<file path="src/rtl/iai_pkg.sv">
package iai_pkg;
  localparam int unsigned NUM_CAT = 6;

  // Index into the per-category field table
  typedef enum logic [2:0] {
    TR_WR      = 3'd0,
    TR_WW      = 3'd1,
    TR_RW_SAME = 3'd2,
    TR_RW_DIFF = 3'd3,
    TR_RR_SAME = 3'd4,
    TR_RR_DIFF = 3'd5
  } trans_e;
endpackage

</file>
<file path="src/rtl/iai_field_mux.sv">
module iai_field_mux #(
  parameter int unsigned NUM = 8,
  parameter int unsigned W   = 3,
  localparam int unsigned SW = (NUM > 1) ? $clog2(NUM) : 1
) (
  input  logic [NUM*W-1:0] tbl_i,
  input  logic [SW-1:0]    idx_i,
  output logic [W-1:0]     val_o
);
  always_comb begin
    val_o = '0;
    for (int i = 0; i < NUM; i++) begin
      if (idx_i == SW'(i)) val_o = tbl_i[i*W +: W];
    end
  end
endmodule

</file>
<file path="src/rtl/iai_rule_sel.sv">
module iai_rule_sel
  import iai_pkg::*;
#(
  parameter int unsigned W = 3
) (
  input  logic                  prev_write_i,
  input  logic                  prev_dma_i,
  input  logic                  prev_wm_i,
  input  logic                  same_space_i,
  input  logic                  nxt_write_i,
  input  logic                  nxt_dev_out_i,
  input  logic                  dma_all_i,
  input  logic [W-1:0]          dma_idle_i,
  input  logic [NUM_CAT-1:0][W-1:0] fld_i,
  output logic [W-1:0]          need_o,
  output logic                  dma_hit_o,
  output logic [2:0]            cat_o
);
  trans_e       cat;
  logic [W-1:0] base, with_dma;

  always_comb begin
    unique case ({prev_write_i, nxt_write_i})
      2'b10:   cat = TR_WR;
      2'b11:   cat = TR_WW;
      2'b01:   cat = same_space_i ? TR_RW_SAME : TR_RW_DIFF;
      default: cat = same_space_i ? TR_RR_SAME : TR_RR_DIFF;
    endcase
  end

  assign base      = fld_i[cat];
  assign dma_hit_o = prev_dma_i & (dma_all_i | nxt_dev_out_i);
  assign with_dma  = (dma_hit_o && dma_idle_i > base) ? dma_idle_i : base;
  // Wait-mode clear: at least one idle cycle
  assign need_o    = (!prev_wm_i && with_dma == '0) ? W'(1) : with_dma;
  assign cat_o     = cat;
endmodule

</file>
<file path="src/rtl/iai_gap_ctr.sv">
module iai_gap_ctr #(
  parameter int unsigned SW = 3,
  parameter int unsigned W  = 3
) (
  input  logic          clk_i,
  input  logic          rst_ni,
  input  logic          end_valid_i,
  input  logic          end_write_i,
  input  logic [SW-1:0] end_space_i,
  input  logic          end_dma_i,
  output logic          prev_vld_o,
  output logic          prev_write_o,
  output logic [SW-1:0] prev_space_o,
  output logic          prev_dma_o,
  output logic [W-1:0]  gap_o
);
  localparam logic [W-1:0] GAP_MAX = {W{1'b1}};

  logic [W-1:0] gap_q;

  always_ff @(posedge clk_i or negedge rst_ni) begin
    if (!rst_ni) begin
      prev_vld_o   <= 1'b0;
      prev_write_o <= 1'b0;
      prev_space_o <= '0;
      prev_dma_o   <= 1'b0;
      gap_q        <= '0;
    end else if (end_valid_i) begin
      prev_vld_o   <= 1'b1;
      prev_write_o <= end_write_i;
      prev_space_o <= end_space_i;
      prev_dma_o   <= end_dma_i;
      gap_q        <= '0;
    end else if (gap_q != GAP_MAX) begin
      gap_q <= gap_q + W'(1);
    end
  end

  assign gap_o = gap_q;

  assert_gap_sat_R11: assert property (@(posedge clk_i) disable iff (!rst_ni)
    (gap_q == GAP_MAX && !end_valid_i) |=> gap_q == GAP_MAX);
  assert_gap_clear_R9: assert property (@(posedge clk_i) disable iff (!rst_ni)
    end_valid_i |=> (gap_q == '0 && prev_vld_o));
endmodule

</file>
<file path="src/rtl/iai_idle_inserter.sv">
module iai_idle_inserter
  import iai_pkg::*;
#(
  parameter int unsigned NUM_SPACES = 8,
  parameter int unsigned IDLE_W     = 3,
  localparam int unsigned SW    = (NUM_SPACES > 1) ? $clog2(NUM_SPACES) : 1,
  localparam int unsigned TBL_W = NUM_SPACES * IDLE_W
) (
  input  logic                  clk_i,
  input  logic                  rst_ni,
  input  logic                  end_valid_i,
  input  logic                  end_write_i,
  input  logic [SW-1:0]         end_space_i,
  input  logic                  end_dma_ext_i,
  input  logic                  req_i,
  input  logic                  nxt_write_i,
  input  logic [SW-1:0]         nxt_space_i,
  input  logic                  nxt_dev_out_i,
  input  logic [TBL_W-1:0]      cfg_wr_idle_i,
  input  logic [TBL_W-1:0]      cfg_ww_idle_i,
  input  logic [TBL_W-1:0]      cfg_rw_same_i,
  input  logic [TBL_W-1:0]      cfg_rw_diff_i,
  input  logic [TBL_W-1:0]      cfg_rr_same_i,
  input  logic [TBL_W-1:0]      cfg_rr_diff_i,
  input  logic [NUM_SPACES-1:0] cfg_wait_mode_i,
  input  logic [IDLE_W-1:0]     cfg_dma_idle_i,
  input  logic                  cfg_dma_all_i,
  output logic                  stall_o,
  output logic [IDLE_W-1:0]     idle_cnt_o,
  output logic [IDLE_W-1:0]     remain_o
);
  logic              prev_vld, prev_write, prev_dma;
  logic [SW-1:0]     prev_space;
  logic [IDLE_W-1:0] gap;
  logic [NUM_CAT-1:0][TBL_W-1:0]  tbl;
  logic [NUM_CAT-1:0][IDLE_W-1:0] fld;
  logic              wm_sel, dma_hit;
  logic [IDLE_W-1:0] need;
  logic [2:0]        cat;

  iai_gap_ctr #(.SW(SW), .W(IDLE_W)) u_gap (
    .clk_i        (clk_i),
    .rst_ni       (rst_ni),
    .end_valid_i  (end_valid_i),
    .end_write_i  (end_write_i),
    .end_space_i  (end_space_i),
    .end_dma_i    (end_dma_ext_i),
    .prev_vld_o   (prev_vld),
    .prev_write_o (prev_write),
    .prev_space_o (prev_space),
    .prev_dma_o   (prev_dma),
    .gap_o        (gap)
  );

  // Table order follows trans_e
  assign tbl[TR_WR]      = cfg_wr_idle_i;
  assign tbl[TR_WW]      = cfg_ww_idle_i;
  assign tbl[TR_RW_SAME] = cfg_rw_same_i;
  assign tbl[TR_RW_DIFF] = cfg_rw_diff_i;
  assign tbl[TR_RR_SAME] = cfg_rr_same_i;
  assign tbl[TR_RR_DIFF] = cfg_rr_diff_i;

  // Per-space fields come from the ended access's space
  for (genvar k = 0; k < NUM_CAT; k++) begin : g_fld
    iai_field_mux #(.NUM(NUM_SPACES), .W(IDLE_W)) u_mux (
      .tbl_i (tbl[k]),
      .idx_i (prev_space),
      .val_o (fld[k])
    );
  end

  iai_field_mux #(.NUM(NUM_SPACES), .W(1)) u_wm_mux (
    .tbl_i (cfg_wait_mode_i),
    .idx_i (prev_space),
    .val_o (wm_sel)
  );

  iai_rule_sel #(.W(IDLE_W)) u_sel (
    .prev_write_i  (prev_write),
    .prev_dma_i    (prev_dma),
    .prev_wm_i     (wm_sel),
    .same_space_i  (prev_space == nxt_space_i),
    .nxt_write_i   (nxt_write_i),
    .nxt_dev_out_i (nxt_dev_out_i),
    .dma_all_i     (cfg_dma_all_i),
    .dma_idle_i    (cfg_dma_idle_i),
    .fld_i         (fld),
    .need_o        (need),
    .dma_hit_o     (dma_hit),
    .cat_o         (cat)
  );

  assign idle_cnt_o = prev_vld ? need : '0;
  assign remain_o   = (idle_cnt_o > gap) ? (idle_cnt_o - gap) : '0;
  assign stall_o    = req_i && (remain_o != '0);

  assert_cat_range_R8: assert property (@(posedge clk_i) disable iff (!rst_ni)
    cat < 3'(NUM_CAT));
  assert_dma_floor_R8: assert property (@(posedge clk_i) disable iff (!rst_ni)
    (prev_vld && dma_hit) |-> idle_cnt_o >= cfg_dma_idle_i);
  assert_wm_floor_R7: assert property (@(posedge clk_i) disable iff (!rst_ni)
    (prev_vld && !wm_sel) |-> idle_cnt_o != '0);
  assert_first_stall_R9: assert property (@(posedge clk_i) disable iff (!rst_ni)
    ($past(end_valid_i) && req_i && idle_cnt_o != '0) |-> stall_o);
  assert_countdown_R12: assert property (@(posedge clk_i) disable iff (!rst_ni)
    (remain_o != '0 && !end_valid_i) |=>
      (!$stable(idle_cnt_o) || remain_o == $past(remain_o) - IDLE_W'(1)));
endmodule

</file>
<file path="config.mk">
export PLATFORM = sky130hd
export DESIGN_NAME = iai_idle_inserter
export DESIGN_NICKNAME = d
export VERILOG_FILES = /design/src/rtl/iai_pkg.sv /design/src/rtl/iai_field_mux.sv /design/src/rtl/iai_rule_sel.sv /design/src/rtl/iai_gap_ctr.sv /design/src/rtl/iai_idle_inserter.sv
export SDC_FILE = /design/constraint.sdc
export NUM_CORES = 1
export LEC_CHECK = 0
export CORE_ASPECT_RATIO = 0.6
export CORE_MARGIN = 5
export CORE_UTILIZATION = 25
export CTS_BUF_LIST = sky130_fd_sc_hd__clkbuf_4
export CTS_CLUSTER_DIAMETER = 100
export DETAILED_ROUTE_END_ITERATION = 8
export GPL_TIMING_DRIVEN = 0
export SLEW_MARGIN = 20
export SYNTH_ARGS = -nofsm -noshare
export SYNTH_HDL_FRONTEND = slang
export SYNTH_HIERARCHICAL = 1
export SYNTH_SLANG_ARGS = --single-unit
</file>
<file path="constraint.sdc">
create_clock -name clk_i -period 5.6 [get_ports clk_i]
set_input_delay 0.84 -clock clk_i [delete_from_list [all_inputs] [get_ports clk_i]]
set_output_delay 0.84 -clock clk_i [all_outputs]
set_load 0.03 [all_outputs]
</file>
==> metrics.yaml, run 1 <==
syn2layout_area_growth_pct: 91.3
grt_usage: 0.148
grt_pass1_vias: 2938
r2r_start: "u_gap/gap_o[0]$_DFFE_PN0P_"
firstDrtPassIters: 4
numCtsBuffers: 3
grt_pass1_wl_um: 14800
drv_slew: 0
arrival_ps: 4580
drt_iter0_markers: 45
route.detailed.drc: 0
status: "finished, final reports clean"
syn_area_um2: 2470
worst_slew_pin_slew_ps: 438
overflow: 0
clk_latency_ps: 250
cts.sinks: 9
antenna_left: 0
setup_ws_ps: 176
r2r_end: "u_gap/gap_o[2]$_DFFE_PN0P_"
cp-start-kind: "input port"
crit_start: "nxt_space_i[0]"
top_level_ports: 177
cts_buffer_depth: 2
power_density_nw_per_um2: 170
fin_crit_ps: 5420
yosys_warnings: 6
grt_max_degree: 41
fin_crit_sh: 0.969
dp_slack_ps: -799
vias: 2825
crit_end: "stall_o"
hold_path_class: "reg2reg"
cp.required_ps: 4760
power.leakage_uw: 0.00213
start_util: 0.254
slew_headroom: 0.708
skew_ps: 1.33
wl_um: 9950
worst_r2r_path_depth: 4
hold_violations: 0
diodes: 0
ff2ff_setup_slack_ps: 4420
via_per_inst: 4.84
final_common_cell: "clkdlybuf4s50_1"
fp.dieH_um: 87.0
layout_common_cells: "clkdlybuf4s50_1 (138), dlymetal6s2s_1 (32), mux2i_1 (29)"
critPathKind: "in2out"
synth_nets: 441
setup_viol: 0
postCtsHoldBufs: 0
crit_path_max_fanout: 4
synth_area_per_cell_um2: 9.43
die_w_um: 138
layout.nets: 629
clock.fmax_mhz: 184
htreeDepth: 1
layout-drive-gt1-share: 0.194
row_count: 28
coreArea_um2: 9740
cts_tree: "built"
drv_cap: 0
gp_congestion: 0.806
antenna_found_initial: 0
port_buffers: 174
ir_drop_mv: 0.119
finalCoreUtilization: 0.485
synth_cells: 262
cts-root-buf: "clkbuf_4"
path_clk_slew_ps: 60
dp_hpwl_um: 8070
routedWlPerCell_um: 17.0
dieArea_um2: 12000
fill_cells: 920
endpoint_kind: "output port"
[power by group]
group          total (uW)  switching [uW]  internal (uW)
Combinational         661             291            370
Sequential           88.2            16.5           71.7
Clock                54.3            22.1           32.3
[sequential cells by signal (all words and copies together) (netlist names)]
register,cells
u_gap/gap_o,3
u_gap/prev_space_o,3
u_gap/prev_dma_o,1
u_gap/prev_vld_o,1
u_gap/prev_write_o,1
[per-layer routing]
layer,wire [um],share of wire,track usage
met5,0,0,0
met4,54,0.0054,0.0152
met3,600,0.060,0.0307
met2,4470,0.45,0.243
met1,4830,0.48,0.209
[worst min path at each step]
| stage | startpoint | endpoint | slack [ps] | cells after the start |
|---|---|---|---|---|
| after floorplan | u_gap/prev_vld_o$_DFFE_PN0P_ | u_gap/prev_vld_o$_DFFE_PN0P_ | 460 | 1 |
| after global placement | u_gap/prev_write_o$_DFFE_PN0P_ | u_gap/prev_write_o$_DFFE_PN0P_ | 510 | 1 |
| after detailed placement | u_gap/prev_dma_o$_DFFE_PN0P_ | u_gap/prev_dma_o$_DFFE_PN0P_ | 520 | 1 |
| after CTS | u_gap/prev_write_o$_DFFE_PN0P_ | u_gap/prev_write_o$_DFFE_PN0P_ | 540 | 1 |
| after global routing | u_gap/prev_dma_o$_DFFE_PN0P_ | u_gap/prev_dma_o$_DFFE_PN0P_ | 550 | 1 |
| final | u_gap/prev_write_o$_DFFE_PN0P_ | u_gap/prev_write_o$_DFFE_PN0P_ | 520 | 1 |
[timing repair]
item                       CTS  global route
pin swaps                    0            14
gates cloned                 0             0
gates resized for setup     22            76
setup endpoints to repair    4             4
buffers inserted             0             8
[cell type report]
class / count / area, um^2 / share of cell area
plain buffers: 15 / 154 / 0.0326
clock buffers: 4 / 30.0 / 0.00636
inverters: 10 / 37.5 / 0.00794
multi-input cells: 228 / 2190 / 0.463
flip-flops and latches: 9 / 234 / 0.0495
well taps: 135 / 169 / 0.0358
repair buffers: 183 / 1910 / 0.405
[stage by stage]
stage / cell area [um^2] / TNS (ps) / std cells / hold slack [ps] / total power [uW]
after floorplan: 2470 / 0 / 262 / 460 / 445
after detailed placement: 4400 / -2520 / 572 / 518 / 690
after CTS: 4440 / -133 / 576 / 536 / 741
final: 4720 / 0 / 584 / 524 / 803
after global routing: 4720 / -4.50 / 584 / 549 / 860
after global placement: 4380 / -3270 / 571 / 509 / 679
[worst max-delay path: stages]
cell	delay, ps
clkdlybuf4s50_1	410
xor2_1	180
nor3_4	290
mux4_2	570
mux2i_4	200
ha_4	240
nor2b_4	120
o21ai_2	180
a21oi_4	90
buf_4	140
mux2i_1	100
and2_1	170
ha_1	360
and3_1	210
a21oi_2	130
o311a_1	210
buf_6	130
Note: power is estimated with default switching activity, not from simulation.
==> run 2: changes to the inputs <==
Settings changed: SKIP_CTS_REPAIR_TIMING set to 1.
==> run 2 against run 1 <==
  * Sequential power barely moved
  * Critical path depth unchanged
  * Maximum frequency shrank 0.44%
  * Core utilization hardly changed
  * Clock skew hardly changed
  * Count of clock-buffer cells in the layout is the same
  * First-iteration DRC count up 4.4%
  * Die area is the same
  * Worst setup slack got worse by 24 ps
  * Critical endpoint is now remain_o[1]
  * Worst hold slack is essentially flat
  * Largest power group unchanged
==> metrics.yaml, run 2 (synthesized netlist as in run 1, its figures left out) <==
multi_input_area_um2: 2180
sw_frac_of_total: 0.411
p_int_uw: 474
power_density_nw_per_um2: 170
dp_hpwl_um: 8070
cts.sinks: 9
drt_iter0_markers: 47
cp.required_ps: 4760
row_count: 28
overflow: 0
top_level_ports: 177
clock.fmax_mhz: 184
htreeDepth: 1
grt_pass1_wl_um: 14800
endpoint_kind: "output port"
diodes: 0
grt_usage: 0.148
critPathKind: "in2out"
slew_headroom: 0.708
syn2layout_area_growth_pct: 91.2
min_from: "u_gap/prev_write_o$_DFFE_PN0P_"
tns_ps: 0
cp_slowest_cell: "mux4_2"
instances_no_fill: 584
ff2ff_setup_slack_ps: 4420
worst_slew_pin_slew_ps: 438
r2r_end: "u_gap/gap_o[2]$_DFFE_PN0P_"
drv_slew: 0
antenna_found_initial: 0
gp_congestion: 0.806
wl_um: 10000
grt_max_degree: 41
antenna_left: 0
layout.nets: 629
p_sw_uw: 330
route.met3.wl_um: 604
hold_ws_ps: 524
worst_r2r_path_depth: 4
hold_end: "u_gap/prev_write_o$_DFFE_PN0P_"
routedWlPerCell_um: 17.2
hold_depth: 1
m1WireLength_um: 4870
final_common_cell: "clkdlybuf4s50_1"
finalCoreUtilization: 0.485
coreArea_um2: 9740
clk_latency_ps: 260
dp_slack_ps: -799
crit_path_max_fanout: 4
start_util: 0.254
p_seq_frac: 0.110
dpl.cell_count: 572
status: "finished, final reports clean"
numCtsBuffers: 3
firstDrtPassIters: 4
skew_ps: 1.42
layout_common_cells: "clkdlybuf4s50_1 (138), dlymetal6s2s_1 (33), mux2i_1 (29)"
cp-start-kind: "input port"
cts_tree: "built"
regArea_um2: 234
grt_pass1_vias: 2941
fp.dieH_um: 87.0
layout-drive-gt1-share: 0.192
dieArea_um2: 12000
power_frac_comb: 0.822
ir_drop_mv: 0.120
power.leakage_uw: 0.00214
hold_violations: 0
cts-root-buf: "clkbuf_4"
fin_crit_sh: 0.973
arrival_ps: 4610
critical_path.cell_chain: "clkdlybuf4s50_1, xor2_1, nor3_4, mux4_2, mux2i_4, ha_4, nor2b_4, o21ai_2, a21oi_4, buf_4, mux2i_1, and2_1, ha_1, a21oi_1, a21oi_2, and2_2, clkbuf_2"
via_per_inst: 4.85
setup_ws_ps: 152
r2r_start: "u_gap/gap_o[0]$_DFFE_PN0P_"
die_w_um: 138
fill_cells: 924
vias: 2830
port_buffers: 174
path_clk_slew_ps: 60
fin_crit_ps: 5450
wl_met2_um: 4510
hold_path_class: "reg2reg"
route.detailed.drc: 0
highest_layer: "met4"
slowest_delay_ps: 580
setup_viol: 0
p_clk_frac: 0.068
drv_cap: 0
cts_buffer_depth: 2
==> run 2: changes by cell type in the layout (fill, tap and decap cells not counted) <==
cell / change
buf_2: -2
a21oi_2: -1
clkbuf_2: +2
clkdlybuf4s15_1: -1
a21oi_1: +1
dlymetal6s2s_1: +1
==> run 2: worst max-delay path by stage <==
stage	to	startpoint	depth (start not counted)	slack (ps)
5_1_grt	stall_o	cfg_rr_same_i[14]	18	-6
2_1_floorplan	stall_o	u_gap/prev_space_o[2]$_DFFE_PN0P_	12	120
6_report	remain_o[1]	nxt_space_i[0]	17	150
3_5_place_dp	stall_o	nxt_space_i[0]	16	-800
3_3_place_gp	stall_o	u_gap/prev_space_o[2]$_DFFE_PN0P_	15	-950
4_1_cts	stall_o	nxt_space_i[0]	16	-800
==> run 2: stage by stage <==
stage          power, uW  instance area [um^2]
3_5_place_dp         690                  4400
6_report             804                  4720
5_1_grt              860                  4720
4_1_cts              747                  4430
3_3_place_gp         679                  4380
2_1_floorplan        445                  2470
==> run 2: cell type report <==
cell class,instances,share of cell area
Inverter,10,0.00795
Clock buffer,4,0.00636
Timing Repair Buffer,183,0.406
Sequential cell,9,0.0495
Tap cell,135,0.0358
Buffer,15,0.0326
Multi-Input combinational cell,228,0.462
==> run 2: critical path, delay by kind of cell <==
kind	cells	cell delay, ps
compound gates	4	610
xor+xnor	1	180
fa+ha+maj	2	590
buf+inv	3	730
mux	3	890
simple gates	4	770
==> run 2: power by group through the flow <==
stage          clock, uW  combinational, uW  sequential, uW
2_1_floorplan          0                355            90.6
3_3_place_gp           0                577             102
3_5_place_dp           0                596            94.2
4_1_cts             56.5                598            93.0
5_1_grt             58.4                711            90.2
6_report            55.0                660            88.3
==> run 2: routing by layer <==
metal	global-route usage	vias up
met5	0	-
li1	-	1409
met3	0.0307	4
met4	0.0152	0
met2	0.243	110
met1	0.209	1307
==> run 3: changes to the inputs <==
Settings changed: CTS_CLUSTER_DIAMETER 100 to 60, MAX_ROUTING_LAYER set to met4.
Clock period 5.6 ns to 5.3 ns, I/O delays scaled along.
==> run 3 against run 2 <==
  * The run now ends with setup timing left
  * Worst hold slack worse by 11 ps
  * Total power grew 16%
  * Sequential cell count is the same
  * Routed wire length is 7.5% higher
  * Core utilization increased by 1.7 points
  * Cell count up 1.7%
  * Via count grew 3.9%
  * Count of clock-buffer cells in the layout stayed put
  * Non-clock buffer count rose by 8
  * Largest power group unchanged
  * Highest routed layer unchanged
==> metrics.yaml, run 3 (synthesized netlist as in run 1, its figures left out) <==
route.met3.wl_um: 860
endpoint_kind: "output port"
power_density_nw_per_um2: 190
dieArea_um2: 12000
drt_iter0_markers: 100
cts_buffer_depth: 2
row_count: 28
grt_pass1_vias: 2921
drv_cap: 0
p_int_uw: 559
skew_ps: 2.24
critPathKind: "in2out"
die_w_um: 138
highest_layer: "met4"
finalCoreUtilization: 0.502
path_buf_inv: 3
gp_congestion: 0.828
worst-path-stages: 18
cts-root-buf: "clkbuf_4"
fin_crit_sh: 1.01
start_util: 0.254
vias: 2940
status: "finished with violations"
multi_input_area_um2: 2230
worst_slew_pin_slew_ps: 455
layout_common_cells: "clkdlybuf4s50_1 (136), dlymetal6s2s_1 (35), mux2i_1 (29)"
sw_frac_of_total: 0.400
final_common_cell: "clkdlybuf4s50_1"
top_level_ports: 177
ir_drop_mv: 0.139
r2r_end: "u_gap/prev_space_o[2]$_DFFE_PN0P_"
setup_viol: 1
fill_cells: 895
firstDrtPassIters: 6
grt_usage: 0.158
power_frac_comb: 0.837
crit_start: "cfg_rr_same_i[12]"
hold_path_class: "reg2reg"
crit_path_max_fanout: 3
m1WireLength_um: 5120
port_buffers: 174
cts.sinks: 9
route.detailed.drc: 0
dp_slack_ps: -1050
p_sw_uw: 372
cp.required_ps: 4510
drv_slew: 0
cp-start-kind: "input port"
fp.dieH_um: 87.0
htreeDepth: 1
p_seq_frac: 0.102
fin_crit_ps: 5330
power.leakage_uw: 0.00222
routedWlPerCell_um: 18.2
slew_headroom: 0.697
antenna_left: 0
overflow: 0
antenna_found_initial: 2
via_per_inst: 4.95
worst_r2r_path_depth: 2
grt_max_degree: 47
crit_end: "stall_o"
numCtsBuffers: 3
dp_hpwl_um: 8110
slowest_delay_ps: 470
ff2ff_setup_slack_ps: 4050
clk_latency_ps: 260
regArea_um2: 236
critical_path.cell_chain: "clkdlybuf4s50_1, nor2b_1, o21ai_1, a221o_1, a2bb2oi_1, mux4_2, mux2_4, ha_4, nor2b_4, o21ai_2, a21oi_4, mux2i_1, nand2_1, ha_2, inv_2, fa_2, o311a_1, buf_6"
clock.fmax_mhz: 188
setup_ws_ps: -32.2
wl_um: 10800
syn2layout_area_growth_pct: 98.1
wl_met2_um: 4790
crit_family: "compound AO/OA/AOI/OAI gates"
p_clk_frac: 0.061
r2r_start: "u_gap/prev_space_o[2]$_DFFE_PN0P_"
arrival_ps: 4540
layout.nets: 637
layout-drive-gt1-share: 0.236
grt_pass1_wl_um: 15100
path_clk_slew_ps: 60
hold_violations: 0
tns_ps: -32.2
rsz0062_at_grt: "yes"
coreArea_um2: 9740
violations: "setup timing"
cp_slowest_cell: "mux4_2"
cts_tree: "built"
## run 3: how the worst min path moves through the flow
| stage | from | endpoint | slack, ps | cells after the start |
|---|---|---|---|---|
| after floorplan | u_gap/prev_vld_o$_DFFE_PN0P_ | u_gap/prev_vld_o$_DFFE_PN0P_ | 460 | 1 |
| final | u_gap/prev_write_o$_DFFE_PN0P_ | u_gap/prev_write_o$_DFFE_PN0P_ | 510 | 1 |
| after CTS | u_gap/prev_write_o$_DFFE_PN0P_ | u_gap/prev_write_o$_DFFE_PN0P_ | 520 | 1 |
| after global placement | u_gap/prev_vld_o$_DFFE_PN0P_ | u_gap/prev_vld_o$_DFFE_PN0P_ | 490 | 1 |
| after detailed placement | u_gap/prev_write_o$_DFFE_PN0P_ | u_gap/prev_write_o$_DFFE_PN0P_ | 500 | 1 |
| after global routing | u_gap/prev_write_o$_DFFE_PN0P_ | u_gap/prev_write_o$_DFFE_PN0P_ | 540 | 1 |
## run 3: final cells by class
class / count / share of cell area
tap: 135 / 0.0345
multi-input combinational: 228 / 0.455
buffer: 15 / 0.0314
timing repair buffer: 191 / 0.415
sequential: 9 / 0.0483
inverter: 10 / 0.00767
clock buffer: 4 / 0.00614
antenna: 2 / 0.00102
## run 3: routing by layer
metal | track usage | up-vias
met5 | - | -
met4 | 0.00807 | 0
met3 | 0.0318 | 6
met2 | 0.250 | 121
met1 | 0.220 | 1390
li1 | - | 1423
## run 3: worst register-to-register path, stage by stage (launching register included)
cell and delay, ps:
dfrtp_4 620, buf_12 240, mux2_4 270
## run 3: through the flow
| step | instances | area (um^2) | hold WS (ps) | power (uW) |
|---|---|---|---|---|
| 6_report | 594 | 4890 | 514 | 931 |
| 3_5_place_dp | 571 | 4380 | 499 | 729 |
| 2_1_floorplan | 262 | 2470 | 460 | 470 |
| 3_3_place_gp | 571 | 4380 | 491 | 720 |
| 4_1_cts | 575 | 4410 | 521 | 790 |
| 5_1_grt | 594 | 4890 | 539 | 1000 |
## run 3: power groups by stage
stage / Clock (uW) / Combinational, uW / Sequential (uW)
floorplan: 0 / 374 / 96.0
global placement: 0 / 612 / 109
detailed placement: 0 / 620 / 109
CTS: 59.7 / 623 / 108
global route: 64.8 / 840 / 97.3
finish: 56.9 / 779 / 95.2
